[config.mk]
export PLATFORM = sky130hd
export DESIGN_NAME = segx_unit
export DESIGN_NICKNAME = d
export VERILOG_FILES = /design/src/rtl/segx_pkg.sv /design/src/rtl/segx_fetch.sv /design/src/rtl/segx_cache.sv /design/src/rtl/segx_check.sv /design/src/rtl/segx_unit.sv
export SDC_FILE = /design/constraint.sdc
export NUM_CORES = 1
export LEC_CHECK = 0
export BUFFER_PORTS_ARGS = -buffer_cell sky130_fd_sc_hd__buf_2
export CAP_MARGIN = 10
export CORE_MARGIN = 1
export CORE_UTILIZATION = 59
export DETAILED_ROUTE_END_ITERATION = 8
export HOLD_SLACK_MARGIN = 0.02
export PLACE_DENSITY_LB_ADDON = 0.08
export SYNTH_ARGS = -nofsm -noshare
export SYNTH_HDL_FRONTEND = slang
export SYNTH_SLANG_ARGS = --single-unit
[constraint.sdc]
create_clock -name clk -period 6.2 [get_ports clk]
set_input_delay 0.31 -clock clk [delete_from_list [all_inputs] [get_ports clk]]
set_output_delay 0.31 -clock clk [all_outputs]
set_load 0.1 [all_outputs]
[src/rtl/segx_pkg.sv]
package segx_pkg;
   localparam int ADDR_W   = 32;
   localparam int LIM_W    = 20;
   localparam int RIGHTS_W = 8;
   localparam int GRAN_SH  = 12;
   localparam int SEL_W    = 16;

   typedef enum logic [2:0] {
      FLT_NONE   = 3'd0,
      FLT_NULL   = 3'd1,
      FLT_LIMIT  = 3'd2,
      FLT_ALIGN  = 3'd3,
      FLT_TABLE  = 3'd4,
      FLT_ABSENT = 3'd5
   } flt_e;

   typedef struct packed {
      logic                live;
      logic [ADDR_W-1:0]   base;
      logic [LIM_W-1:0]    limit;
      logic                gran;
      logic [RIGHTS_W-1:0] rights;
   } seg_ent_t;

   function automatic logic [ADDR_W-1:0] eff_limit(input seg_ent_t e);
      logic [LIM_W+GRAN_SH-1:0] wide;
      wide = e.gran ? {e.limit, {GRAN_SH{1'b1}}} : {{GRAN_SH{1'b0}}, e.limit};
      return ADDR_W'(wide);
   endfunction
endpackage

[src/rtl/segx_fetch.sv]
module segx_fetch
   import segx_pkg::*;
#(
   parameter int SLOT_W      = 2,
   parameter int GRAN_BIT    = 23,
   parameter int RIGHTS_LSB  = 24,
   parameter int PRESENT_BIT = 31
) (
   input  logic                clk,
   input  logic                rst_n,
   input  logic                ld_valid,
   input  logic                ld_ldt,
   input  logic [SLOT_W-1:0]   ld_slot,
   input  logic [SEL_W-1:0]    ld_sel,
   input  logic [ADDR_W-1:0]   gbase,
   input  logic [SEL_W-1:0]    glimit,
   input  seg_ent_t            ldt_ent,
   input  logic                mem_ack,
   input  logic [ADDR_W-1:0]   mem_rdata,
   output logic                idle,
   output logic                mem_req,
   output logic [ADDR_W-1:0]   mem_addr,
   output logic                wr_en,
   output logic                wr_ldt,
   output logic [SLOT_W-1:0]   wr_slot,
   output seg_ent_t            wr_ent,
   output logic                ld_done,
   output logic [2:0]          ld_fault
);
   localparam int IDX_W = SEL_W - 3;

   typedef enum logic [1:0] {ST_IDLE, ST_LO, ST_HI} st_e;

   st_e                st;
   logic               tgt_ldt;
   logic [SLOT_W-1:0]  tgt_slot;
   logic [ADDR_W-1:0]  addr_q;
   logic [ADDR_W-1:0]  word_lo;
   logic               done_q;
   flt_e               fault_q;

   logic               ti;
   logic [IDX_W-1:0]   idx;
   logic               sel_null;
   logic [ADDR_W-1:0]  tab_lim;
   logic [ADDR_W-1:0]  tab_base;
   logic [ADDR_W-1:0]  span_end;
   logic               accept;
   logic               need_fetch;
   flt_e               chk_flt;
   logic               hi_ok;
   logic               unused_bits;

   assign ti       = ld_sel[2];
   assign idx      = ld_sel[SEL_W-1:3];
   assign sel_null = (idx == '0) && !ti;
   assign tab_lim  = ti ? eff_limit(ldt_ent) : ADDR_W'(glimit);
   assign tab_base = ti ? ldt_ent.base : gbase;
   assign span_end = ADDR_W'({idx, 3'b111});
   assign accept   = (st == ST_IDLE) && ld_valid;
   assign hi_ok    = mem_rdata[PRESENT_BIT];
   assign unused_bits = ^{ld_sel[1:0], ldt_ent.rights, mem_rdata[GRAN_BIT-1:LIM_W]};

   always_comb begin
      chk_flt    = FLT_NONE;
      need_fetch = 1'b0;
      if (sel_null) begin
         chk_flt = FLT_NONE;
      end else if (ti && (ld_ldt || !ldt_ent.live)) begin
         chk_flt = FLT_TABLE;
      end else if (span_end > tab_lim) begin
         chk_flt = FLT_TABLE;
      end else begin
         need_fetch = 1'b1;
      end
   end

   always_comb begin
      wr_en   = (accept && !need_fetch) || ((st == ST_HI) && mem_ack);
      wr_ldt  = (st == ST_IDLE) ? ld_ldt  : tgt_ldt;
      wr_slot = (st == ST_IDLE) ? ld_slot : tgt_slot;
      wr_ent  = '0;
      if ((st == ST_HI) && hi_ok) begin
         wr_ent.live   = 1'b1;
         wr_ent.base   = word_lo;
         wr_ent.limit  = mem_rdata[LIM_W-1:0];
         wr_ent.gran   = mem_rdata[GRAN_BIT];
         wr_ent.rights = mem_rdata[RIGHTS_LSB +: RIGHTS_W];
      end
   end

   assign idle     = (st == ST_IDLE);
   assign mem_req  = (st != ST_IDLE);
   assign mem_addr = addr_q;
   assign ld_done  = done_q;
   assign ld_fault = fault_q;

   always_ff @(posedge clk) begin
      if (!rst_n) begin
         st       <= ST_IDLE;
         tgt_ldt  <= 1'b0;
         tgt_slot <= '0;
         addr_q   <= '0;
         word_lo  <= '0;
         done_q   <= 1'b0;
         fault_q  <= FLT_NONE;
      end else begin
         done_q <= 1'b0;
         case (st)
            ST_IDLE: begin
               if (accept) begin
                  if (need_fetch) begin
                     st       <= ST_LO;
                     tgt_ldt  <= ld_ldt;
                     tgt_slot <= ld_slot;
                     addr_q   <= tab_base + ADDR_W'({idx, 3'b000});
                  end else begin
                     done_q  <= 1'b1;
                     fault_q <= chk_flt;
                  end
               end
            end
            ST_LO: begin
               if (mem_ack) begin
                  word_lo <= mem_rdata;
                  addr_q  <= addr_q + ADDR_W'(4);
                  st      <= ST_HI;
               end
            end
            ST_HI: begin
               if (mem_ack) begin
                  st      <= ST_IDLE;
                  done_q  <= 1'b1;
                  fault_q <= hi_ok ? FLT_NONE : FLT_ABSENT;
               end
            end
            default: st <= ST_IDLE;
         endcase
      end
   end
endmodule

[src/rtl/segx_cache.sv]
module segx_cache
   import segx_pkg::*;
#(
   parameter int NSEG   = 4,
   parameter int SLOT_W = 2
) (
   input  logic               clk,
   input  logic               rst_n,
   input  logic               wr_en,
   input  logic               wr_ldt,
   input  logic [SLOT_W-1:0]  wr_slot,
   input  seg_ent_t           wr_ent,
   input  logic [SLOT_W-1:0]  rd_slot,
   output seg_ent_t           rd_ent,
   output seg_ent_t           ldt_ent
);
   seg_ent_t ent_arr [NSEG];
   seg_ent_t ldt_q;

   for (genvar g = 0; g < NSEG; g++) begin : g_slot
      seg_ent_t q;
      always_ff @(posedge clk) begin
         if (!rst_n) begin
            q <= '0;
         end else if (wr_en && !wr_ldt && (wr_slot == SLOT_W'(g))) begin
            q <= wr_ent;
         end
      end
      assign ent_arr[g] = q;
   end

   always_ff @(posedge clk) begin
      if (!rst_n) begin
         ldt_q <= '0;
      end else if (wr_en && wr_ldt) begin
         ldt_q <= wr_ent;
      end
   end

   assign rd_ent  = ent_arr[rd_slot];
   assign ldt_ent = ldt_q;
endmodule

[src/rtl/segx_check.sv]
module segx_check
   import segx_pkg::*;
#(
   parameter bit ALIGN_CHK = 1'b1
) (
   input  seg_ent_t           ent,
   input  logic [ADDR_W-1:0]  off,
   input  logic [1:0]         size,
   input  logic               align_en,
   output flt_e               fault,
   output logic [ADDR_W-1:0]  lin
);
   logic [ADDR_W:0]   end_off;
   logic [ADDR_W-1:0] lim;
   logic [3:0]        span_m1;
   logic              over;
   logic              mis;
   logic              unused_bits;

   assign span_m1 = 4'((5'd1 << size) - 5'd1);
   assign end_off = {1'b0, off} + (ADDR_W+1)'(span_m1);
   assign lim     = eff_limit(ent);
   assign over    = end_off > {1'b0, lim};
   assign unused_bits = ^{ent.rights, span_m1[3]};

   if (ALIGN_CHK) begin : g_align
      assign mis = align_en && ((off[2:0] & span_m1[2:0]) != 3'b000);
   end else begin : g_noalign
      logic unused_align;
      assign unused_align = align_en;
      assign mis = 1'b0;
   end

   always_comb begin
      if (!ent.live)  fault = FLT_NULL;
      else if (over)  fault = FLT_LIMIT;
      else if (mis)   fault = FLT_ALIGN;
      else            fault = FLT_NONE;
   end

   assign lin = ent.base + off;
endmodule

[src/rtl/segx_unit.sv]
module segx_unit
   import segx_pkg::*;
#(
   parameter int NSEG      = 4,
   parameter int SLOT_W    = $clog2(NSEG),
   parameter bit ALIGN_CHK = 1'b1
) (
   input  logic               clk,
   input  logic               rst_n,
   input  logic [31:0]        gdt_base,
   input  logic [15:0]        gdt_limit,
   input  logic               ld_valid,
   input  logic               ld_ldt,
   input  logic [SLOT_W-1:0]  ld_slot,
   input  logic [15:0]        ld_sel,
   output logic               ld_ready,
   output logic               ld_done,
   output logic [2:0]         ld_fault,
   output logic               mem_req,
   output logic [31:0]        mem_addr,
   input  logic               mem_ack,
   input  logic [31:0]        mem_rdata,
   input  logic               acc_valid,
   input  logic [SLOT_W-1:0]  acc_slot,
   input  logic [31:0]        acc_off,
   input  logic [1:0]         acc_size,
   input  logic               align_en,
   output logic               acc_ready,
   output logic               acc_done,
   output logic [31:0]        acc_lin,
   output logic [2:0]         acc_fault
);
   if (NSEG < 2 || NSEG != (1 << SLOT_W)) begin : g_bad_nseg
      $error("segx_unit: NSEG must be a power of two of at least 2");
   end
   if (ADDR_W != 32 || SEL_W != 16) begin : g_bad_width
      $error("segx_unit: port widths assume 32-bit addresses and 16-bit selectors");
   end

   logic               idle;
   logic               wr_en;
   logic               wr_ldt;
   logic [SLOT_W-1:0]  wr_slot;
   seg_ent_t           wr_ent;
   seg_ent_t           rd_ent;
   seg_ent_t           ldt_ent;
   flt_e               chk_fault;
   logic [ADDR_W-1:0]  chk_lin;

   logic               acc_done_q;
   logic [ADDR_W-1:0]  acc_lin_q;
   flt_e               acc_fault_q;

   segx_fetch #(.SLOT_W(SLOT_W)) u_fetch (
      .clk       (clk),
      .rst_n     (rst_n),
      .ld_valid  (ld_valid),
      .ld_ldt    (ld_ldt),
      .ld_slot   (ld_slot),
      .ld_sel    (ld_sel),
      .gbase     (gdt_base),
      .glimit    (gdt_limit),
      .ldt_ent   (ldt_ent),
      .mem_ack   (mem_ack),
      .mem_rdata (mem_rdata),
      .idle      (idle),
      .mem_req   (mem_req),
      .mem_addr  (mem_addr),
      .wr_en     (wr_en),
      .wr_ldt    (wr_ldt),
      .wr_slot   (wr_slot),
      .wr_ent    (wr_ent),
      .ld_done   (ld_done),
      .ld_fault  (ld_fault)
   );

   segx_cache #(.NSEG(NSEG), .SLOT_W(SLOT_W)) u_cache (
      .clk     (clk),
      .rst_n   (rst_n),
      .wr_en   (wr_en),
      .wr_ldt  (wr_ldt),
      .wr_slot (wr_slot),
      .wr_ent  (wr_ent),
      .rd_slot (acc_slot),
      .rd_ent  (rd_ent),
      .ldt_ent (ldt_ent)
   );

   segx_check #(.ALIGN_CHK(ALIGN_CHK)) u_check (
      .ent      (rd_ent),
      .off      (acc_off),
      .size     (acc_size),
      .align_en (align_en),
      .fault    (chk_fault),
      .lin      (chk_lin)
   );

   always_ff @(posedge clk) begin
      if (!rst_n) begin
         acc_done_q  <= 1'b0;
         acc_lin_q   <= '0;
         acc_fault_q <= FLT_NONE;
      end else begin
         acc_done_q <= acc_valid && idle;
         if (acc_valid && idle) begin
            acc_fault_q <= chk_fault;
            acc_lin_q   <= (chk_fault == FLT_NONE) ? chk_lin : '0;
         end
      end
   end

   assign ld_ready  = idle;
   assign acc_ready = idle;
   assign acc_done  = acc_done_q;
   assign acc_lin   = acc_lin_q;
   assign acc_fault = acc_fault_q;
endmodule

==> metrics.log, run 1 <==
[metrics] outcome: finished clean
[metrics] worst hold path endpoint: u_fetch.word_lo[14]
[metrics] total global routing track utilization: 32.5%
[metrics] endpoint of the worst-slack reg-to-reg timing path: u_cache.ent_arr[179]
[metrics] Psw: roughly 1.5 mW
[metrics] Worst Hold Launch: mem_rdata[14]
[metrics] setup total negative slack: 0 ns
[metrics] post-layout utilization of the core: approximately two thirds
[metrics] Req. time, crit path: between 6 and 7 ns
[metrics] maximum fanout count along the critical path: roughly 110
[metrics] detailed-routing iteration count for the pre-antenna-repair pass: 5
[metrics] setup bufs post-CTS: 0
[metrics] actual transition at the worst max-transition pin: 1.18 ns
[metrics] starting density of the core: 59.8%
[metrics] internal power contribution: approximately 4.2 mW
[metrics] first-pass GRT wire length: between 80000 and 90000 um
[metrics] antenna violations before repair: 7
[metrics] Remaining Overflow, GRT: 0
[metrics] number of synthesized flops with an enable pin: 0
[metrics] Distinct cells, synth: 73
[metrics] worst vdd rail ir drop: roughly 0.00022 V
[metrics] total power per unit cell area: 259 nW/um^2
[metrics] clock slew at reported path FFs: 0.06 ns
[metrics] worst hold stages: 3
[metrics] part of the total power dissipated in combinational logic: a little under an eighth
[metrics] Die Ht: 184 um
[metrics] endpoint kind of the worst setup timing path: flip-flop
[metrics] buffers added on ports: around 210
[metrics] number of gates resized after CTS: 0
[metrics] post-synthesis average cell area: around 9 um^2
[metrics] number of synthesized register bits: approximately 380
[metrics] growth of design area from synthesis to finish: 13.6%
[metrics] master cell of the clock root buffer: sky130_fd_sc_hd__clkbuf_16
[metrics] post-layout min period: around 4.4 ns
[metrics] gate count of the mapped netlist: 2225
[metrics] Post-synth ARST share: 0%
[metrics] period utilization: a little under three quarters
[metrics] share of synthesized area occupied by flip-flops and latches: 38.8%
[metrics] latest clock arrival within the worst-skew pair: 0.54 ns
[metrics] Core Area: roughly 33000 um^2
[metrics] classification of the worst setup path: flip-flop to flip-flop
[metrics] total wire length: between 50000 and 60000 um
[metrics] count of max-cap constraint violations: 0
[metrics] Num CTS Buffers: 40
[metrics] ANT nets after route: 0
[metrics] worst reg-to-reg setup slack: ~1.8 ns
[metrics] Routed WL per cell: 19.6 um
[metrics] I/O Pins: 216
[metrics] Final nets: 2599
[metrics] R2R depth: 13
[metrics] global placer's final weighted congestion: approximately 0.93
[metrics] # DRC: 0
[metrics] setup violators final: 0
[metrics] achievable frequency: ~0.23 GHz
[metrics] worst-case clock buffer depth: 3
[metrics] clock share of power: between 40% and 50%
[metrics] vias in the first global route: between 15000 and 20000
[metrics] Netlist Area Pre-Place: ~19000 um^2
[metrics] die outline area: 33700 um^2
[metrics] Final Hold Viols: 0
[metrics] post-DR vias/cell: slightly above 6
[metrics] dpl hpwl: 39500 um
[metrics] layout cells sized above 1: around 16%
[metrics] Chip Width: about 180 um
[metrics] Crit path arrival time: 4.87 ns
[metrics] TritonCTS clock tree: yes
[metrics] count of warnings emitted by yosys: 0
[metrics] worst-case clock skew: roughly 0.013 ns
[metrics] startpoint of the lowest-slack register-to-register path: u_cache.ldt_ent[8]
[metrics] commonest register cell after synthesis: sky130_fd_sc_hd__dfxtp_1
[metrics] number of buffers inserted by hold repair at cts: 13
[metrics] violation count after the first detailed-routing iteration: about 1400
[metrics] CTS H-tree lvls: 2
[metrics] largest net degree at the start of global routing: ~120
[metrics] Hold WC Path Type: input pin to flip-flop
[metrics] worst slew slack as a fraction of its limit: between 20% and 30%
[metrics] # clock sinks: between 300 and 400
[metrics] cell row count: 66
[metrics] Static Leak: approximately 8.4 nW
[metrics] Sequential Power Share: approximately 43%
[metrics] sw frac: between 20 and 30%
[metrics] total number of vias: 17426
[metrics] startpoint kind of the worst setup timing path: flip-flop
[metrics] RSZ-0062 raised after global routing: false
[metrics] final slew viol count: 0
==> how the worst max path moves through the flow <==
stage | start | to | slack, ns | cells past startpoint
after CTS | u_cache.ldt_ent[8] | u_cache.ent_arr[147] | 1.84 | 13
after global placement | acc_size[1] | acc_lin[21] | 1.53 | 22
after global routing | acc_size[1] | acc_lin[21] | 1.43 | 22
after floorplan | ld_sel[2] | u_fetch.mem_addr[28] | 1.59 | 18
after detailed placement | acc_size[1] | acc_lin[21] | 1.40 | 22
final | u_cache.ldt_ent[8] | u_cache.ent_arr[179] | 1.78 | 13
==> power groups by stage <==
stage                     logic, mW  registers (mW)  clock network [mW]
after floorplan               0.371            2.62                   0
after global placement        0.645            2.52                   0
after detailed placement      0.655            2.52                   0
after CTS                     0.665            2.46                2.62
after global routing          0.721            2.46                2.72
final                         0.671            2.46                2.59
==> metrics by stage <==
step | hold slack (ns) | setup slack [ns] | total power [mW] | instance area, um^2 | cells
finish | 0.0281 | 1.78 | 5.72 | 22100 | 2834
global route | 0.0285 | 1.43 | 5.91 | 22100 | 2832
detailed placement | 0.437 | 1.40 | 3.17 | 20600 | 2748
global placement | 0.438 | 1.53 | 3.16 | 20600 | 2748
CTS | 0.0227 | 1.84 | 5.75 | 22100 | 2832
floorplan | 0.432 | 1.59 | 2.99 | 19500 | 2227
==> layout make-up <==
| cell class | count | area, um^2 |
|---|---|---|
| multi-input cells | 1673 | 11100 |
| fillers | 2783 | 10400 |
| flip-flops and latches | 377 | 7550 |
| repair buffers | 245 | 1360 |
| clock buffers | 55 | 1150 |
| well taps | 442 | 553 |
| clock inverters | 16 | 283 |
| inverters | 24 | 90.1 |
| diodes | 2 | 5.00 |
==> per-layer routing <==
metal	track usage [%]	wire length [um]	vias to the layer above
met2	52.6	25100	617
met4	13.4	2270	10
met1	43.3	24300	8306
met3	5.05	3780	137
li1	-	-	8356
met5	0	60	-
==> cell families after synthesis <==
group	Yosys count	share of synthesized area [%]
AO/OA/AOI/OAI	572	17.1
XOR/XNOR	82	3.69
adder cells (fa/ha/maj)	97	6.35
buffers and inverters	177	4.19
flip-flops	377	38.8
multiplexers	149	11.2
other	1	0.0193
AND/OR/NAND/NOR	770	18.6
==> placed cells by master (no fill, tap or decap), types with 15 or more instances in the layout <==
master / netlist / routed
sky130_fd_sc_hd__inv_1: 22 / 21
sky130_fd_sc_hd__a21oi_1: 134 / 133
sky130_fd_sc_hd__nand4_1: 23 / 23
sky130_fd_sc_hd__nor2_1: 86 / 84
sky130_fd_sc_hd__xor2_1: 26 / 26
sky130_fd_sc_hd__clkbuf_16: 0 / 40
sky130_fd_sc_hd__and3_1: 23 / 22
sky130_fd_sc_hd__ha_1: 94 / 94
sky130_fd_sc_hd__buf_4: 8 / 22
sky130_fd_sc_hd__o21ai_0: 241 / 241
sky130_fd_sc_hd__buf_2: 19 / 209
sky130_fd_sc_hd__mux2i_1: 79 / 79
sky130_fd_sc_hd__mux4_2: 54 / 54
sky130_fd_sc_hd__nand3_1: 259 / 259
sky130_fd_sc_hd__a21o_1: 20 / 20
sky130_fd_sc_hd__xnor2_1: 56 / 56
sky130_fd_sc_hd__nand2_1: 281 / 281
sky130_fd_sc_hd__o21ai_1: 42 / 42
sky130_fd_sc_hd__a211oi_1: 15 / 15
sky130_fd_sc_hd__a22o_1: 30 / 30
sky130_fd_sc_hd__nor3_1: 19 / 18
sky130_fd_sc_hd__mux2_2: 16 / 16
sky130_fd_sc_hd__dfxtp_1: 377 / 377
==> flip-flops by register name, indices dropped and copies added (netlist names), 32 cells and up <==
signal	count
acc_lin	32
u_cache.ent_arr	216
u_fetch.mem_addr	32
u_cache.ldt_ent	54
u_fetch.word_lo	32
==> cells in the mapped netlist (26+ instances only) <==
| cell type | number | area, um^2 |
|---|---|---|
| sky130_fd_sc_hd__a21oi_1 | 134 | 671 |
| sky130_fd_sc_hd__a22o_1 | 30 | 263 |
| sky130_fd_sc_hd__clkbuf_1 | 92 | 345 |
| sky130_fd_sc_hd__dfxtp_1 | 377 | 7550 |
| sky130_fd_sc_hd__ha_1 | 94 | 1180 |
| sky130_fd_sc_hd__mux2i_1 | 79 | 791 |
| sky130_fd_sc_hd__mux4_2 | 54 | 1220 |
| sky130_fd_sc_hd__nand2_1 | 281 | 1050 |
| sky130_fd_sc_hd__nand3_1 | 259 | 1300 |
| sky130_fd_sc_hd__nor2_1 | 86 | 323 |
| sky130_fd_sc_hd__o21ai_0 | 241 | 1210 |
| sky130_fd_sc_hd__o21ai_1 | 42 | 210 |
| sky130_fd_sc_hd__xnor2_1 | 56 | 490 |
| sky130_fd_sc_hd__xor2_1 | 26 | 228 |
==> worst max-delay path, stage by stage (launching register included) <==
cell and delay, ns:
sky130_fd_sc_hd__dfxtp_1 0.72, sky130_fd_sc_hd__mux2i_1 0.25, sky130_fd_sc_hd__nor2_1 0.06, sky130_fd_sc_hd__a21oi_1 0.18, sky130_fd_sc_hd__ha_1 0.19, sky130_fd_sc_hd__and4_1 0.23
sky130_fd_sc_hd__nand3_1 0.10, sky130_fd_sc_hd__or4_1 0.56, sky130_fd_sc_hd__a22oi_2 0.29, sky130_fd_sc_hd__o21ai_2 0.14, sky130_fd_sc_hd__a22oi_1 0.31, sky130_fd_sc_hd__or4b_4 0.95
sky130_fd_sc_hd__nand3_1 0.17, sky130_fd_sc_hd__o21ai_0 0.12
No activity file was read; power rests on OpenSTA's default activity.
==> run 2: changes to the inputs <==
CORE_UTILIZATION = 54   (was 59)
clock period = 3.6 ns   (was 6.2 ns; I/O delays follow)
==> run 2 against run 1 <==
Net effect:
- utilization fell by 1.1 points
- worst hold slack improved by 0.018 ns
- the run now ends with design-rule violations, negative setup slack left
- clock power rose by 63%
- first-iteration DRC count grew 0.81%
==> metrics.log, run 2 (synthesis gave the netlist of run 1 again) <==
[metrics] outcome: complete, but fails checks
[metrics] violations in the final reports: design-rule violations, negative setup slack
[metrics] endpoint kind of the worst setup timing path: flip-flop
[metrics] vias in the first global route: roughly 17000
[metrics] maximum fanout count along the critical path: 7
[metrics] worst vdd rail ir drop: 0.000481 V
[metrics] startpoint kind of the worst setup timing path: input pin
[metrics] combined buffer and inverter count along the critical path: 6
[metrics] count of max-cap constraint violations: 0
[metrics] Hold WC Path Type: input pin to flip-flop
[metrics] die outline area: 36800 um^2
[metrics] post-DR vias/cell: ~6.0
[metrics] dpl hpwl: between 40000 and 50000 um
[metrics] largest net degree at the start of global routing: between 200 and 250
[metrics] R2R depth: 14
[metrics] latest clock arrival within the worst-skew pair: around 0.57 ns
[metrics] # clock sinks: about 380
[metrics] Core Area: around 35000 um^2
[metrics] worst hold stages: 3
[metrics] global placer's final weighted congestion: between 0.9 and 1
[metrics] Slowest-stage cell, CP: sky130_fd_sc_hd__fa_2
[metrics] most common cell type on the critical path: sky130_fd_sc_hd__buf_6
[metrics] worst slew slack as a fraction of its limit: ~37%
[metrics] Req. time, crit path: approximately 4.1 ns
[metrics] cells traversed along the worst timing path: buf_6 -> or2_4 -> ha_4 -> inv_2 -> fa_2 -> nor2b_1 -> o21a_1 -> o211ai_1 -> buf_4 -> nor4_4 -> nand4_1 -> xnor2_1 -> ha_1 -> buf_6 -> a211oi_2 -> o21ai_1 -> a211o_1 -> a21oi_2 -> nand2_2 -> buf_6 -> nor2_4 -> clkbuf_16 -> a22o_1
[metrics] number of fill cells: roughly 3000
[metrics] setup violators final: 18
[metrics] clock slew at reported path FFs: roughly 0.06 ns
[metrics] commonest non-fill, non-tap cells in the layout: sky130_fd_sc_hd__dfxtp_1, sky130_fd_sc_hd__nand2_1, sky130_fd_sc_hd__nand3_1
[metrics] ANT nets after route: 0
[metrics] most frequent standard cell in the layout excluding fill and tap cells: sky130_fd_sc_hd__dfxtp_1
[metrics] Chip Width: ~190 um
[metrics] post-layout min period: around 3.7 ns
[metrics] cell row count: just under 70
[metrics] Num CTS Buffers: 41
[metrics] total number of vias: around 18000
[metrics] first-pass GRT wire length: about 90000 um
[metrics] max FFs per register: around 220
[metrics] classification of the worst setup path: input pin to flip-flop
[metrics] worst-case clock skew: around 0.03 ns
[metrics] period utilization: 103%
[metrics] layout cells sized above 1: about a fifth
[metrics] detailed-routing iteration count for the pre-antenna-repair pass: 7
[metrics] Remaining Overflow, GRT: 0
[metrics] Crit path arrival time: about 4.2 ns
[metrics] buffers added on ports: 211
[metrics] master cell of the clock root buffer: sky130_fd_sc_hd__clkbuf_16
[metrics] Die Ht: about 190 um
[metrics] Crit path max-delay family: compound AO/OA/AOI/OAI gates
[metrics] total power consumption of the routed design: 9.80 mW
[metrics] total wire length: between 50000 and 60000 um
[metrics] CTS H-tree lvls: 2
[metrics] final slew viol count: 0
[metrics] post-layout utilization of the core: 66.9%
[metrics] total global routing track utilization: between 30 and 40%
[metrics] setup total negative slack: -1.34 ns
[metrics] Routed WL per cell: just under 20 um
[metrics] Final nets: ~2800
[metrics] RSZ-0062 raised after global routing: true
[metrics] final cell area excluding filler cells: roughly 24000 um^2
[metrics] growth of design area from synthesis to finish: 22.0%
[metrics] pre-CTS setup slack: -0.960 ns
[metrics] actual transition at the worst max-transition pin: roughly 0.95 ns
[metrics] total number of cells along the worst setup path: 23
[metrics] starting density of the core: between 50% and 60%
[metrics] maximum cell stage delay along the critical path: about 0.35 ns
[metrics] Final Hold Viols: 0
[metrics] total power per unit cell area: a little over 400 nW/um^2
[metrics] achievable frequency: approximately 0.27 GHz
[metrics] Placement Cell Area: about 22000 um^2
[metrics] TritonCTS clock tree: yes
[metrics] setup slack after layout: -0.103 ns
[metrics] I/O Pins: ~220
[metrics] worst-case clock buffer depth: 3
[metrics] Static Leak: roughly 9.3 nW
[metrics] antenna violations before repair: 3
[metrics] # DRC: 4
[metrics] violation count after the first detailed-routing iteration: 1369
[run 2: cell types whose count changed in the layout (fill, tap and decap cells not counted), moves of 4 or more]
cell,before,now
sky130_fd_sc_hd__buf_4,22,126
sky130_fd_sc_hd__buf_6,0,4
sky130_fd_sc_hd__a21oi_2,1,5
sky130_fd_sc_hd__bufinv_16,7,3
sky130_fd_sc_hd__dlygate4sd3_1,13,36
sky130_fd_sc_hd__clkbuf_1,6,11
sky130_fd_sc_hd__a21oi_1,133,129
sky130_fd_sc_hd__buf_12,0,21
[run 2: final cells by class]
class | instances | area, um^2 | area share [%]
multi-input cells | 1674 | 11300 | 47.6
clock buffers | 60 | 1180 | 4.96
well taps | 461 | 577 | 2.43
inverters | 24 | 90.1 | 0.379
flip-flops and latches | 377 | 7550 | 31.8
repair buffers | 397 | 2870 | 12.1
clock inverters | 13 | 165 | 0.696
diodes | 3 | 7.51 | 0.0316
[run 2: worst reg2reg max path, cell delays in order (launching register included)]
cell and delay (ns):
sky130_fd_sc_hd__dfxtp_1 0.31, sky130_fd_sc_hd__mux4_2 0.48, sky130_fd_sc_hd__ha_1 0.22, sky130_fd_sc_hd__fa_1 0.39
sky130_fd_sc_hd__a21oi_1 0.14, sky130_fd_sc_hd__o21ai_0 0.12, sky130_fd_sc_hd__a21o_1 0.25, sky130_fd_sc_hd__o21ai_0 0.17
sky130_fd_sc_hd__buf_4 0.14, sky130_fd_sc_hd__a311oi_1 0.11, sky130_fd_sc_hd__buf_4 0.17, sky130_fd_sc_hd__a21oi_1 0.27
sky130_fd_sc_hd__o21ai_0 0.17, sky130_fd_sc_hd__xor2_1 0.17, sky130_fd_sc_hd__a22o_1 0.20
[run 2: repair_timing]
item                                    in CTS  in global routing
gates cloned                                 1                  2
pin swaps                                    4                 25
hold buffers                                36                  0
resized for setup                            3                 18
endpoints found under the hold margin       61                  0
setup buffers                                3                  5
endpoints found under the setup margin     164                203
[run 2: worst paths after layout]
kind	startpoint	end	slack, ns
max reg2reg	u_cache.ent_arr[29]	acc_lin[30]	0.14
min	mem_ack	u_fetch.st[1]	0.05
min reg2reg	u_cache.ent_arr[56]	u_cache.ent_arr[56]	0.45
max	acc_size[1]	acc_lin[8]	-0.10
[run 2: report_power, final]
| part | total [mW] | internal, mW | switching [mW] |
|---|---|---|---|
| Combinational | 1.33 | 0.475 | 0.852 |
| Sequential | 4.24 | 4.21 | 0.0366 |
| Clock | 4.23 | 2.50 | 1.73 |
| Total | 9.80 | 7.18 | 2.62 |
[run 2: per-layer routing]
metal | vias up | track usage (%) | part of all wire, %
met1 | 8610 | 42.8 | 45
met3 | 91 | 4.84 | 6.3
li1 | 8702 | - | -
met4 | 2 | 10.2 | 2.8
met2 | 577 | 50.3 | 46
met5 | - | 0 | 0.017
[run 2: per-stage QoR]
stage | hold WS [ns] | cells
6_report | 0.0459 | 3009
3_3_place_gp | 0.422 | 2886
5_1_grt | 0.0641 | 3008
3_5_place_dp | 0.434 | 2886
2_1_floorplan | 0.316 | 2227
4_1_cts | 0.0231 | 2999
==> run 3: changes to the inputs <==
CORE_UTILIZATION = 55   (was 54)
CTS_CLUSTER_DIAMETER = 40   (was not set)
SYNTH_HIERARCHICAL = 1   (was not set)
==> run 3 against run 2 <==
Net effect:
- the flow now finishes without violations
- sequential cell count rose by 1
- first-iteration DRC count rose by 6.5%
- highest routed layer unchanged
- utilization rose by 3.0 points
- critical path depth fell by 2
==> metrics.log, run 3 <==
[metrics] growth of design area from synthesis to finish: 24.8%
[metrics] ANT nets after route: 0
[metrics] total global routing track utilization: 32.1%
[metrics] achievable frequency: 0.280 GHz
[metrics] worst-case clock buffer depth: 3
[metrics] starting density of the core: between 50% and 60%
[metrics] met2 usage in global routing: 53.4%
[metrics] global placer's final weighted congestion: 0.948
[metrics] worst-case clock skew: 0.0312 ns
[metrics] I/O Pins: between 200 and 250
[metrics] commonest non-fill, non-tap cells in the layout: sky130_fd_sc_hd__nand2_1, sky130_fd_sc_hd__dfxtp_1, sky130_fd_sc_hd__mux2i_1
[metrics] Chip Width: 204 um
[metrics] most frequent standard cell in the layout excluding fill and tap cells: sky130_fd_sc_hd__nand2_1
[metrics] R2R depth: 14
[metrics] clock slew at reported path FFs: 0.06 ns
[metrics] die outline area: roughly 42000 um^2
[metrics] Worst Hold Launch: gdt_base[31]
[metrics] number of fill cells: between 3000 and 4000
[metrics] cell row count: 73
[metrics] Final nets: roughly 3000
[metrics] Core Area: about 40000 um^2
[metrics] outcome: finished clean
[metrics] # DRC: 0
[metrics] detailed-routing iteration count for the pre-antenna-repair pass: 5
[metrics] vias in the first global route: roughly 20000
[metrics] Num CTS Buffers: between 50 and 60
[metrics] actual transition at the worst max-transition pin: 1.13 ns
[metrics] worst vdd rail ir drop: about 0.00038 V
[metrics] largest net degree at the start of global routing: 190
[metrics] master cell of the clock root buffer: sky130_fd_sc_hd__clkbuf_16
[metrics] post-DR vias/cell: between 5 and 6
[metrics] setup violators final: 0
[metrics] startpoint kind of the worst setup timing path: input pin
[metrics] total power per unit cell area: between 400 and 500 nW/um^2
[metrics] layout cells sized above 1: 27.8%
[metrics] buffers added on ports: between 200 and 250
[metrics] total number of vias: between 20000 and 25000
[metrics] count of warnings emitted by yosys: 6
[metrics] final slew viol count: 0
[metrics] post-layout utilization of the core: between 60% and 70%
[metrics] worst hold stages: 5
[metrics] # clock sinks: ~380
[metrics] launch point of the critical path: acc_size[0]
[metrics] Hold WC Path Type: input pin to flip-flop
[metrics] total wire length: slightly below 70000 um
[metrics] Remaining Overflow, GRT: 0
[metrics] post-layout min period: between 3 and 4 ns
[metrics] Netlist Area Pre-Place: ~22000 um^2
[metrics] endpoint of the worst-slack reg-to-reg timing path: acc_lin[10]
[metrics] gate count of the mapped netlist: about 2500
[metrics] Final Hold Viols: 0
[metrics] first-pass GRT wire length: between 100000 and 150000 um
[metrics] startpoint of the lowest-slack register-to-register path: u_cache/ent_arr[70]
[metrics] busiest metal layer after global routing: met2
[metrics] area used by sequential logic in the layout: roughly 7600 um^2
[metrics] CTS H-tree lvls: 2
[metrics] post-synthesis average cell area: 9.09 um^2
[metrics] setup slack after layout: between 0.03 and 0.04 ns
[metrics] RSZ-0062 raised after global routing: true
[metrics] latest clock arrival within the worst-skew pair: 0.62 ns
[metrics] count of max-cap constraint violations: 0
[metrics] endpoint kind of the worst setup timing path: flip-flop
[metrics] M1 GR Usage: between 40% and 50%
[metrics] TritonCTS clock tree: yes
[metrics] antenna violations before repair: 8
[metrics] dpl hpwl: 49500 um
[metrics] worst slew slack as a fraction of its limit: around 25%
[metrics] Routed WL per cell: a little over 20 um
[metrics] classification of the worst setup path: input pin to flip-flop
[metrics] met3 GRT Util: ~4.7%
[metrics] Static Leak: roughly 12 nW
[metrics] period utilization: about 99%
[metrics] Req. time, crit path: 4.14 ns
[metrics] violation count after the first detailed-routing iteration: about 1500
[metrics] worst reg-to-reg setup slack: approximately 0.070 ns
[metrics] maximum fanout count along the critical path: 17
[metrics] max FFs per register: ~220
[metrics] pre-CTS setup slack: -0.705 ns
[metrics] worst hold path endpoint: u_fetch/mem_addr[31]
[metrics] Die Ht: around 200 um
[metrics] Crit path arrival time: between 4 and 5 ns
[metrics] total area of multi-input combinational cells: 13800 um^2
==> run 3: how the worst max path moves through the flow <==
stage	slack [ns]	cells after the start	end
2_1_floorplan	-0.20	21	acc_lin[0]
3_3_place_gp	-0.65	19	acc_lin[25]
3_5_place_dp	-0.70	20	acc_lin[26]
4_1_cts	0.0007	19	acc_lin[31]
5_1_grt	-0.10	21	acc_lin[10]
6_report	0.03	21	acc_lin[10]
==> run 3: layer usage <==
| metal | vias up | part of all wire (%) |
|---|---|---|
| met1 | 9826 | 44 |
| met4 | 4 | 3.4 |
| li1 | 9661 | - |
| met2 | 658 | 47 |
| met5 | - | 0.039 |
| met3 | 154 | 5.8 |
==> run 3: metrics by stage <==
step	hold slack (ns)	instances	setup TNS [ns]	total power [mW]	cell area, um^2
after floorplan	0.316	2469	-6.39	5.41	22600
after global placement	0.419	3238	-20.64	5.88	25200
after detailed placement	0.429	3238	-25.06	5.89	25200
after CTS	0.113	3378	0	11.7	27600
after global routing	0.186	3400	-1.65	12.1	28000
final	0.133	3402	0	11.7	28000
==> run 3: where the power goes <==
part           internal [mW]  total [mW]  switching [mW]
Sequential              4.22        4.26          0.0387
Combinational          0.610        1.65            1.04
Clock                   3.64        5.81            2.17
==> run 3: layout make-up <==
| class | instances | share of cell area, % |
|---|---|---|
| diodes | 7 | 0.0626 |
| clock buffers | 65 | 5.42 |
| clock inverters | 38 | 1.78 |
| inverters | 35 | 0.487 |
| multi-input cells | 1856 | 49.5 |
| flip-flops and latches | 378 | 27.1 |
| well taps | 525 | 2.35 |
| repair buffers | 498 | 13.4 |
==> run 3: timing repair <==
action / CTS / global route
setup endpoints to repair: 127 / 280
buffers inserted: 0 / 12
cloned: 0 / 5
pin swaps: 1 / 16
gates resized for setup: 5 / 35
endpoints found under the hold margin: 48 / 0
hold buffers: 37 / 0
==> run 3: critical path, cell delays in order <==
cell and delay, ns:
sky130_fd_sc_hd__buf_6 0.09, sky130_fd_sc_hd__or2_4 0.24, sky130_fd_sc_hd__ha_4 0.17, sky130_fd_sc_hd__fa_2 0.35
sky130_fd_sc_hd__a21o_1 0.22, sky130_fd_sc_hd__a21oi_4 0.26, sky130_fd_sc_hd__nor2_4 0.10, sky130_fd_sc_hd__nand2_2 0.11
sky130_fd_sc_hd__nor3_2 0.06, sky130_fd_sc_hd__xnor2_1 0.12, sky130_fd_sc_hd__ha_1 0.29, sky130_fd_sc_hd__a21o_1 0.16
sky130_fd_sc_hd__a21o_1 0.17, sky130_fd_sc_hd__a21oi_1 0.13, sky130_fd_sc_hd__or3_1 0.13, sky130_fd_sc_hd__o211ai_1 0.10
sky130_fd_sc_hd__o221a_4 0.27, sky130_fd_sc_hd__a211o_1 0.25, sky130_fd_sc_hd__or3_4 0.39, sky130_fd_sc_hd__buf_12 0.18
sky130_fd_sc_hd__o2bb2ai_2 0.11
